**config.mk**
```make
export PLATFORM = sky130hd
export DESIGN_NAME = snoop_prio_array_arb
export DESIGN_NICKNAME = d
export VERILOG_FILES = /design/src/rtl/snoop_arb_pkg.sv /design/src/rtl/snoop_arb_par.sv /design/src/rtl/snoop_arb_ram.sv /design/src/rtl/snoop_arb_sel.sv /design/src/rtl/snoop_prio_array_arb.sv
export SDC_FILE = /design/constraint.sdc
export NUM_CORES = 1
export LEC_CHECK = 0
export CELL_PAD_IN_SITES_DETAIL_PLACEMENT = 1
export CELL_PAD_IN_SITES_GLOBAL_PLACEMENT = 1
export CORE_MARGIN = 4
export CORE_UTILIZATION = 55
export CTS_CLUSTER_DIAMETER = 200
export DETAILED_ROUTE_END_ITERATION = 8
export GPL_TIMING_DRIVEN = 0
export PLACE_DENSITY = 0.79
export SLEW_MARGIN = 20
export SYNTH_ARGS = -nofsm -noshare
export SYNTH_HDL_FRONTEND = slang
export SYNTH_SLANG_ARGS = --single-unit
```
**constraint.sdc**
```tcl
create_clock -name clk -period 15.2 [get_ports clk]
set_input_delay 3.04 -clock clk [delete_from_list [all_inputs] [get_ports clk]]
set_output_delay 3.04 -clock clk [all_outputs]
set_load 0.05 [all_outputs]
```
**src/rtl/snoop_arb_pkg.sv**
```systemverilog
package snoop_arb_pkg;

  typedef enum logic [2:0] {
    OP_NONE,
    OP_LOAD,
    OP_STORE,
    OP_CAST,
    OP_SNOOP
  } acc_op_e;

  localparam logic [1:0] CORE_STORE = 2'd1;
  localparam logic [1:0] CORE_CAST  = 2'd2;

  localparam int SRC_W    = 3;
  localparam int SRC_HIT  = 0;
  localparam int SRC_CAST = 1;
  localparam int SRC_PUSH = 2;

endpackage

```
**src/rtl/snoop_arb_par.sv**
```systemverilog
module snoop_arb_par #(
  parameter int BYTES = 4
) (
  input  logic [8*BYTES-1:0] data,
  output logic [BYTES-1:0]   par
);
  for (genvar b = 0; b < BYTES; b++) begin : g_byte
    assign par[b] = ^data[8*b +: 8];
  end
endmodule

```
**src/rtl/snoop_arb_ram.sv**
```systemverilog
module snoop_arb_ram #(
  parameter int AW = 4,
  parameter int DW = 44
) (
  input  logic          clk,
  input  logic          en,
  input  logic          we,
  input  logic [AW-1:0] addr,
  input  logic [DW-1:0] wdata,
  output logic [DW-1:0] rdata
);
  localparam int DEPTH = 1 << AW;

  logic [DW-1:0] mem [DEPTH];

  // read-first single port: a castout sees the old line in its own cycle
  always_ff @(posedge clk) begin
    if (en) begin
      if (we) mem[addr] <= wdata;
      rdata <= mem[addr];
    end
  end
endmodule

```
**src/rtl/snoop_arb_sel.sv**
```systemverilog
module snoop_arb_sel (
  input  logic clk,
  input  logic rst,
  input  logic core_req,
  input  logic snp_req,
  output logic core_gnt,
  output logic snp_win
);
  assign snp_win  = snp_req;
  assign core_gnt = core_req & ~snp_req;

  // a waiting core requester must keep asking until it is served
  p_hold_r2: assert property (@(posedge clk) disable iff (rst)
    (core_req && !core_gnt) |=> core_req);
endmodule

```
**src/rtl/snoop_prio_array_arb.sv**
```systemverilog
module snoop_prio_array_arb
  import snoop_arb_pkg::*;
#(
  parameter int IDX_W  = 4,
  parameter int TAG_W  = 8,
  parameter int DATA_W = 32
) (
  input  logic                  clk,
  input  logic                  rst,
  input  logic                  core_req,
  input  logic [1:0]            core_op,
  input  logic [IDX_W-1:0]      core_idx,
  input  logic [TAG_W-1:0]      core_tag,
  input  logic [DATA_W-1:0]     core_wdata,
  input  logic [DATA_W/8-1:0]   core_par_inj,
  output logic                  core_gnt,
  output logic                  core_rvalid,
  output logic                  core_hit,
  output logic [DATA_W-1:0]     core_rdata,
  input  logic                  snp_req,
  input  logic [IDX_W-1:0]      snp_idx,
  input  logic [TAG_W-1:0]      snp_tag,
  output logic                  snp_rvalid,
  output logic                  snp_hit,
  output logic [DATA_W-1:0]     snp_rdata,
  output logic                  mchk,
  output logic [SRC_W-1:0]      mchk_src,
  input  logic [SRC_W-1:0]      mchk_clr
);
  localparam int BYTES = DATA_W / 8;
  localparam int DEPTH = 1 << IDX_W;
  localparam int ENT_W = TAG_W + DATA_W + BYTES;

  // ---------------- arbitration and array access ----------------
  logic sel_snp, sel_core;

  snoop_arb_sel u_sel (
    .clk      (clk),
    .rst      (rst),
    .core_req (core_req),
    .snp_req  (snp_req),
    .core_gnt (sel_core),
    .snp_win  (sel_snp)
  );
  assign core_gnt = sel_core;

  logic [IDX_W-1:0] acc_idx;
  logic [TAG_W-1:0] acc_tag;
  acc_op_e          acc_op;

  always_comb begin
    acc_idx = sel_snp ? snp_idx : core_idx;
    acc_tag = sel_snp ? snp_tag : core_tag;
    if (sel_snp)       acc_op = OP_SNOOP;
    else if (sel_core) begin
      case (core_op)
        CORE_STORE: acc_op = OP_STORE;
        CORE_CAST:  acc_op = OP_CAST;
        default:    acc_op = OP_LOAD;
      endcase
    end
    else               acc_op = OP_NONE;
  end

  logic [BYTES-1:0] wr_par;
  snoop_arb_par #(.BYTES(BYTES)) u_wr_par (.data(core_wdata), .par(wr_par));

  logic [ENT_W-1:0] ram_rdata;
  snoop_arb_ram #(.AW(IDX_W), .DW(ENT_W)) u_ram (
    .clk   (clk),
    .en    (sel_snp | sel_core),
    .we    (acc_op == OP_STORE),
    .addr  (acc_idx),
    .wdata ({core_tag, core_wdata, wr_par ^ core_par_inj}),
    .rdata (ram_rdata)
  );

  // valid bits in flops so reset can clear them
  logic [DEPTH-1:0] valid_q;
  acc_op_e          s1_op;
  logic [TAG_W-1:0] s1_tag;
  logic             s1_vld;

  always_ff @(posedge clk) begin
    if (rst) begin
      valid_q <= '0;
      s1_op   <= OP_NONE;
      s1_tag  <= '0;
      s1_vld  <= 1'b0;
    end else begin
      s1_op  <= acc_op;
      s1_tag <= acc_tag;
      s1_vld <= valid_q[acc_idx];
      if (acc_op == OP_STORE)     valid_q[core_idx] <= 1'b1;
      else if (acc_op == OP_CAST) valid_q[core_idx] <= 1'b0;
    end
  end

  // ---------------- lookup, parity check, results ----------------
  logic [TAG_W-1:0]  rd_tag;
  logic [DATA_W-1:0] rd_data;
  logic [BYTES-1:0]  rd_par, rd_par_calc;

  assign rd_tag  = ram_rdata[ENT_W-1 -: TAG_W];
  assign rd_data = ram_rdata[BYTES +: DATA_W];
  assign rd_par  = ram_rdata[BYTES-1:0];

  snoop_arb_par #(.BYTES(BYTES)) u_rd_par (.data(rd_data), .par(rd_par_calc));

  logic             line_hit, par_err, is_core_rd, is_snp;
  logic [SRC_W-1:0] err_src;

  always_comb begin
    is_core_rd = (s1_op == OP_LOAD) || (s1_op == OP_CAST);
    is_snp     = (s1_op == OP_SNOOP);
    line_hit   = s1_vld && ((s1_op == OP_CAST) || (rd_tag == s1_tag));
    par_err    = |(rd_par_calc ^ rd_par);
    err_src    = '0;
    err_src[SRC_HIT]  = (s1_op == OP_LOAD) && line_hit && par_err;
    err_src[SRC_CAST] = (s1_op == OP_CAST) && line_hit && par_err;
    err_src[SRC_PUSH] = is_snp && line_hit && par_err;
  end

  always_ff @(posedge clk) begin
    if (rst) begin
      core_rvalid <= 1'b0;
      core_hit    <= 1'b0;
      core_rdata  <= '0;
      snp_rvalid  <= 1'b0;
      snp_hit     <= 1'b0;
      snp_rdata   <= '0;
      mchk        <= 1'b0;
      mchk_src    <= '0;
    end else begin
      core_rvalid <= is_core_rd;
      core_hit    <= is_core_rd && line_hit;
      core_rdata  <= (is_core_rd && line_hit) ? rd_data : '0;
      snp_rvalid  <= is_snp;
      snp_hit     <= is_snp && line_hit;
      snp_rdata   <= (is_snp && line_hit) ? rd_data : '0;
      mchk        <= |err_src;
      mchk_src    <= (mchk_src & ~mchk_clr) | err_src;
    end
  end

  // ---------------- assertions ----------------
  p_snoop_first_r1: assert property (@(posedge clk) disable iff (rst)
    snp_req |-> ##2 (snp_rvalid && !core_rvalid));

  p_core_result_r4: assert property (@(posedge clk) disable iff (rst)
    (core_gnt && core_op != CORE_STORE) |-> ##2 core_rvalid);

  p_store_quiet_r5: assert property (@(posedge clk) disable iff (rst)
    (core_gnt && core_op == CORE_STORE) |-> ##2 !core_rvalid);

  p_mchk_checked_r9: assert property (@(posedge clk) disable iff (rst)
    mchk |-> ((core_rvalid && core_hit) || (snp_rvalid && snp_hit)));

  p_mchk_status_r10: assert property (@(posedge clk) disable iff (rst)
    mchk |-> (mchk_src != '0));

endmodule

```
==> results of run 1 <==
-- metrics by stage --
| stage | utilization [%] | std cells | hold slack [ns] | power (mW) |
|---|---|---|---|---|
| after global placement | 59.6 | 2521 | 0.443 | 3.03 |
| after global routing | 65.3 | 2710 | 0.535 | 5.20 |
| after detailed placement | 60.6 | 2552 | 0.473 | 3.06 |
| after CTS | 65.2 | 2709 | 0.487 | 5.07 |
| after floorplan | - | 1616 | 0.451 | 2.88 |
| final | 65.3 | 2710 | 0.481 | 5.04 |
-- per-layer routing --
metal	track usage [%]	up-vias	wire length [um]
li1	-	6956	-
met1	37.6	9064	32600
met2	46.0	928	43400
met3	4.98	158	7230
met4	9.83	4	2500
met5	0	-	21
-- flip-flops by register name (all words and copies together) (netlist names), named ones only --
signal,count
u_ram.mem,704
u_ram.rdata,44
core_rdata,32
snp_rdata,32
s1_tag,8
mchk_src,3
s1_op,3
core_hit,1
core_rvalid,1
mchk,1
s1_vld,1
snp_hit,1
snp_rvalid,1
-- synthesized netlist by cell type, types with 9 or more instances --
master | instances | area share [%]
nor2_1 | 29 | 0.34
xor2_1 | 13 | 0.35
a31oi_1 | 44 | 0.86
mux2i_1 | 19 | 0.59
buf_2 | 30 | 0.47
clkbuf_1 | 41 | 0.48
edfxtp_1 | 748 | 70
o21ai_0 | 10 | 0.16
and2_1 | 110 | 2.1
dfxtp_1 | 100 | 6.2
a211oi_1 | 46 | 1.1
xnor2_1 | 52 | 1.4
a21oi_1 | 9 | 0.14
nand2_1 | 111 | 1.3
inv_1 | 10 | 0.12
mux4_2 | 180 | 13
-- where the power goes --
part,internal (mW),leakage [nW],switching (mW)
Combinational,0.162,3.36,0.252
Clock,1.15,1.29,0.873
Sequential,2.59,7.58,0.0219
-- critical path, stage by stage --
cell	delay (ns)
clkdlybuf4s50_1	0.44
buf_4	0.20
nor2b_1	0.18
clkdlybuf4s50_1	0.83
-- cell type report --
type	count	area [sq um]	area share (%)
clock buffer	125	2400	6.36
multi-input combinational	673	7270	19.3
sequential	848	24500	64.8
buffer	85	432	1.14
tap	765	957	2.54
timing repair buffer	172	1910	5.05
clock inverter	32	263	0.696
inverter	10	60.1	0.159
-- logic make-up after synthesis --
group | Yosys count | share of synthesized area [%]
fa+ha+maj | 1 | 0.0390
compound gates | 113 | 2.34
buf+inv | 95 | 1.46
flops | 848 | 76.2
xor+xnor | 69 | 2.05
mux | 202 | 13.3
simple gates | 288 | 4.60
-- final timing paths --
| kind | end | from | cells after the start | slack [ns] |
|---|---|---|---|---|
| min reg2reg | mchk_src[0] | mchk_src[0] | 2 | 0.48 |
| max | core_gnt | snp_req | 4 | 7.46 |
| max reg2reg | core_rdata[11] | u_ram.rdata[36] | 6 | 11.95 |
| min | mchk_src[0] | mchk_src[0] | 2 | 0.48 |
==> impl_metrics.yaml, run 1 <==
floorplanning:
  initial_core_util_pct: 55.6
  fp.dieH_um: 250
  die_area_sq_um: 62300
  io-pin-count: 142
  rows: 88
  die_width_um: 250
  core_sq_um: 57800
synth:
  synthCells: 1616
  async_flop_share_pct: 0
  yosys_warnings: 0
  yosysSeqAreaShare_pct: 76.2
  synth_cell_types: 44
  ys.flop_type: "edfxtp_1"
  syn-num-nets: 1686
  synth_edf_count: 748
  syn_avg_cell_area_sq_um: 19.9
  ys_seq_elements: 848
  synth_area_sq_um: 32100
grt:
  antenna_found_initial: 4
  grt_max_degree: 45
  grt-ovfl-total: 0
  grt_pass1_wl_mm: 126
  grt.total_usage_pct: 27.7
  first_global_vias: 18700
drt:
  dr.pass1.iters: 5
  ant_nets: 0
  drc: 0
  wire_per_inst_um: 31.7
  initialDrtViolationCount: 1962
  viasPerCell: 6.31
  via_count: 17100
  routed_wl_mm: 85.8
hold_path:
  hp-class: "flip-flop to flip-flop"
worst_setup_path:
  crit_path_max_fanout: 10
  arrival_ns: 4.70
  required_ns: 12.16
  crit_type: "input port to primary output"
  end_kind: "primary output"
  cp-start-kind: "input port"
timing:
  period_minus_slack_ns: 7.74
  hold_viol_final: 0
  fin_ws_ns: 7.46
  max_freq_ghz: 0.129
  grt_setup_unrepaired: "false"
  setup_viol: 0
  slew_viol_final: 0
  tightest_slew_ns: 0.979
  tns_ns: 0
  period_share_pct: 50.9
  slew_headroom_pct: 34.7
  skew_ns: 0.0222
place:
  place_congestion: 0.768
  place_ws_ns: 7.48
  dp_hpwl_mm: 52.4
  portBuffers: 140
  place_area_sq_um: 35100
pwr:
  peakVddDrop_v: 0.0000974
  pwr_density_cell_nw_per_um2: 134
  leakage_nw: 12.2
clocking:
  clkSinkCount: 848
  clock_latency_ns: 0.63
  htreeDepth: 3
  cts_resized: 0
  cts_root_buf: "clkbuf_16"
  clk_pin_slew_ns: 0.06
  cts_hold_buffers: 0
  post_cts_buffers: 0
  tritoncts: "yes"
  cts_buffers: 84
  clk_path_buf_depth: 3
finish:
  final_common_cell: "edfxtp_1"
  fillers: 4774
  nets: 1944
  num_antenna_cells: 0
  drive_above_1_share_pct: 20.7
  area_growth_pct: 17.6
  final_cell_area_sq_um: 37800
  final_cell_mix: "748 x edfxtp_1, 180 x mux4_2, 140 x clkdlybuf4s50_1, 111 x nand2_1, 110 x and2_1"
flow_run:
  cap_violations: 0
run_status:
  status: "completed"
(Power assumes the default switching activity.)
==> inputs of run 2 (changes only) <==
CORE_UTILIZATION = 48   (was 55)
PLACE_DENSITY = 0.73   (was 0.79)
clock period = 6.63 ns   (was 15.2 ns; I/O delays follow)
==> run 2 against run 1 <==
Effect of this change:
- worst hold slack lost 0.018 ns
- critical path depth rose by 4
- critical endpoint is now u_ram.mem[0][21]
- cell count up 3.7%
- largest power group unchanged
==> impl_metrics.yaml, run 2 (synthesis results as in run 1) <==
run_status:
  status: "completed"
pwr:
  leakage_nw: 12.3
  intPower_mw: 9.12
  power_frac_clock_pct: 41.1
  power.total_mw: 11.8
  switching_share_pct: 22.4
  p_switching_mw: 2.63
  pwr-share-seq_pct: 50.9
  pwr_density_cell_nw_per_um2: 309
  peakVddDrop_v: 0.000190
  combPwrFrac_pct: 8.0
clocking:
  tritoncts: "yes"
  cts_buffers: 88
  htreeDepth: 3
  clk_pin_slew_ns: 0.06
  cts_hold_buffers: 0
  cts_root_buf: "clkbuf_16"
  clkSinkCount: 848
  post_cts_buffers: 0
  cts_resized: 0
  clk_path_buf_depth: 3
  clock_latency_ns: 0.64
drt:
  ant_nets: 0
  drc: 0
  routed_wl_mm: 84.9
  dr.pass1.iters: 5
  wire_per_inst_um: 30.2
  via_count: 16800
  initialDrtViolationCount: 1687
  viasPerCell: 5.98
worst_setup_path:
  required_ns: 6.95
  rr_worst_depth: 6
  crit_type: "input port to flip-flop"
  cpMostUsedCell: "clkbuf_1"
  cp-start-kind: "input port"
  slowest_delay_ns: 0.76
  cp_cell_sequence: "clkdlybuf4s50_1 > buf_4 > mux2i_1 > clkbuf_1 > clkbuf_1 > nand2_1 > nor2_4 > buf_16"
  crit_family: "buffers and inverters"
  crit_buf_inv: 5
  end_kind: "flip-flop"
  r2r_slack_ns: 3.38
  r2r-end: "core_rdata[8]"
  crit_path_max_fanout: 18
  slowest_stage: "clkbuf_1"
  arrival_ns: 5.19
  r2r-start: "u_ram.rdata[37]"
place:
  place_ws_ns: 1.30
  place_congestion: 0.738
  dp_hpwl_mm: 53.0
  portBuffers: 140
finish:
  multiInputGateArea_sq_um: 7270
  final_cell_mix: "748 x edfxtp_1, 180 x mux4_2, 140 x clkdlybuf4s50_1, 111 x nand2_1, 110 x and2_1"
  largest_reg_flops: 704
  area_growth_pct: 18.5
  drive_above_1_share_pct: 20.8
  largest-register: "u_ram.mem"
  fillers: 5705
  final_common_cell: "edfxtp_1"
  nets: 1948
  seqCellArea_sq_um: 24500
  num_antenna_cells: 0
  reg_top3: "u_ram.mem (704), u_ram.rdata (44)"
timing:
  period_minus_slack_ns: 4.87
  setup_viol: 0
  slew_headroom_pct: 33.0
  period_share_pct: 73.5
  skew_ns: 0.0231
  fin_ws_ns: 1.76
  grt_setup_unrepaired: "false"
  tightest_slew_ns: 0.985
  slew_viol_final: 0
  max_freq_ghz: 0.205
  hold_viol_final: 0
grt:
  grt_pass1_wl_mm: 125
  first_global_vias: 18300
  grt.total_usage_pct: 24.2
  antenna_found_initial: 2
  grt-ovfl-total: 0
  grt_max_degree: 45
floorplanning:
  core_sq_um: 66100
  die_area_sq_um: 71100
  initial_core_util_pct: 48.6
  io-pin-count: 142
  rows: 94
  die_width_um: 267
  fp.dieH_um: 267
hold_path:
  holdPathEnd: "mchk_src[2]"
  holdPathStages: 2
  hp-class: "flip-flop to flip-flop"
  hp-start: "mchk_src[2]"
flow_run:
  cap_violations: 0
-- run 2: worst max-delay path by stage --
stage                       start               end  slack, ns  cells past startpoint
after global routing      snp_req  u_ram.mem[0][23]       1.62                      8
after detailed placement  snp_req  u_ram.mem[0][19]       1.30                      8
after global placement    snp_req  u_ram.mem[5][17]      -3.83                      6
after floorplan           snp_req  u_ram.mem[13][0]       0.56                      8
after CTS                 snp_req  u_ram.mem[0][23]       1.85                      8
final                     snp_req  u_ram.mem[0][21]       1.76                      8
-- run 2: stage by stage --
stage	area (sq um)	utilization [%]	std cells	hold WS, ns	TNS (ns)
2_1_floorplan	32100	-	1616	0.451	0
5_1_grt	38100	57.6	2811	0.514	0
4_1_cts	38000	57.5	2810	0.469	0
6_report	38100	57.6	2811	0.462	0
3_3_place_gp	34600	52.3	2620	0.452	-681.73
3_5_place_dp	35200	53.3	2651	0.448	0
-- run 2: worst min-delay path: stages (launching register included) --
cell and delay [ns]:
dfxtp_1 0.32, nand2_1 0.06, o41ai_1 0.05
-- run 2: final cells by class --
type / instances / area share [%]
inverters: 10 / 0.158
well taps: 864 / 2.84
multi-input cells: 673 / 19.1
clock inverters: 42 / 1.12
flip-flops and latches: 848 / 64.3
clock buffers: 117 / 6.21
plain buffers: 85 / 1.13
repair buffers: 172 / 5.16
-- run 2: layer usage --
metal  vias up  global-route usage [%]  wire, um
li1       6965                       -         -
met1      8997                    32.5     33700
met2       699                    41.6     43500
met3       144                    4.24      5670
met4         0                    6.14      2010
met5         -                       0         0
-- run 2: power groups by stage --
| stage | sequential, mW | clock (mW) | combinational, mW |
|---|---|---|---|
| 2_1_floorplan | 6.07 | 0 | 0.536 |
| 3_3_place_gp | 6.09 | 0 | 0.869 |
| 4_1_cts | 5.99 | 4.90 | 0.939 |
| 5_1_grt | 5.99 | 5.14 | 0.999 |
| 3_5_place_dp | 6.10 | 0 | 0.924 |
| 6_report | 5.98 | 4.83 | 0.943 |
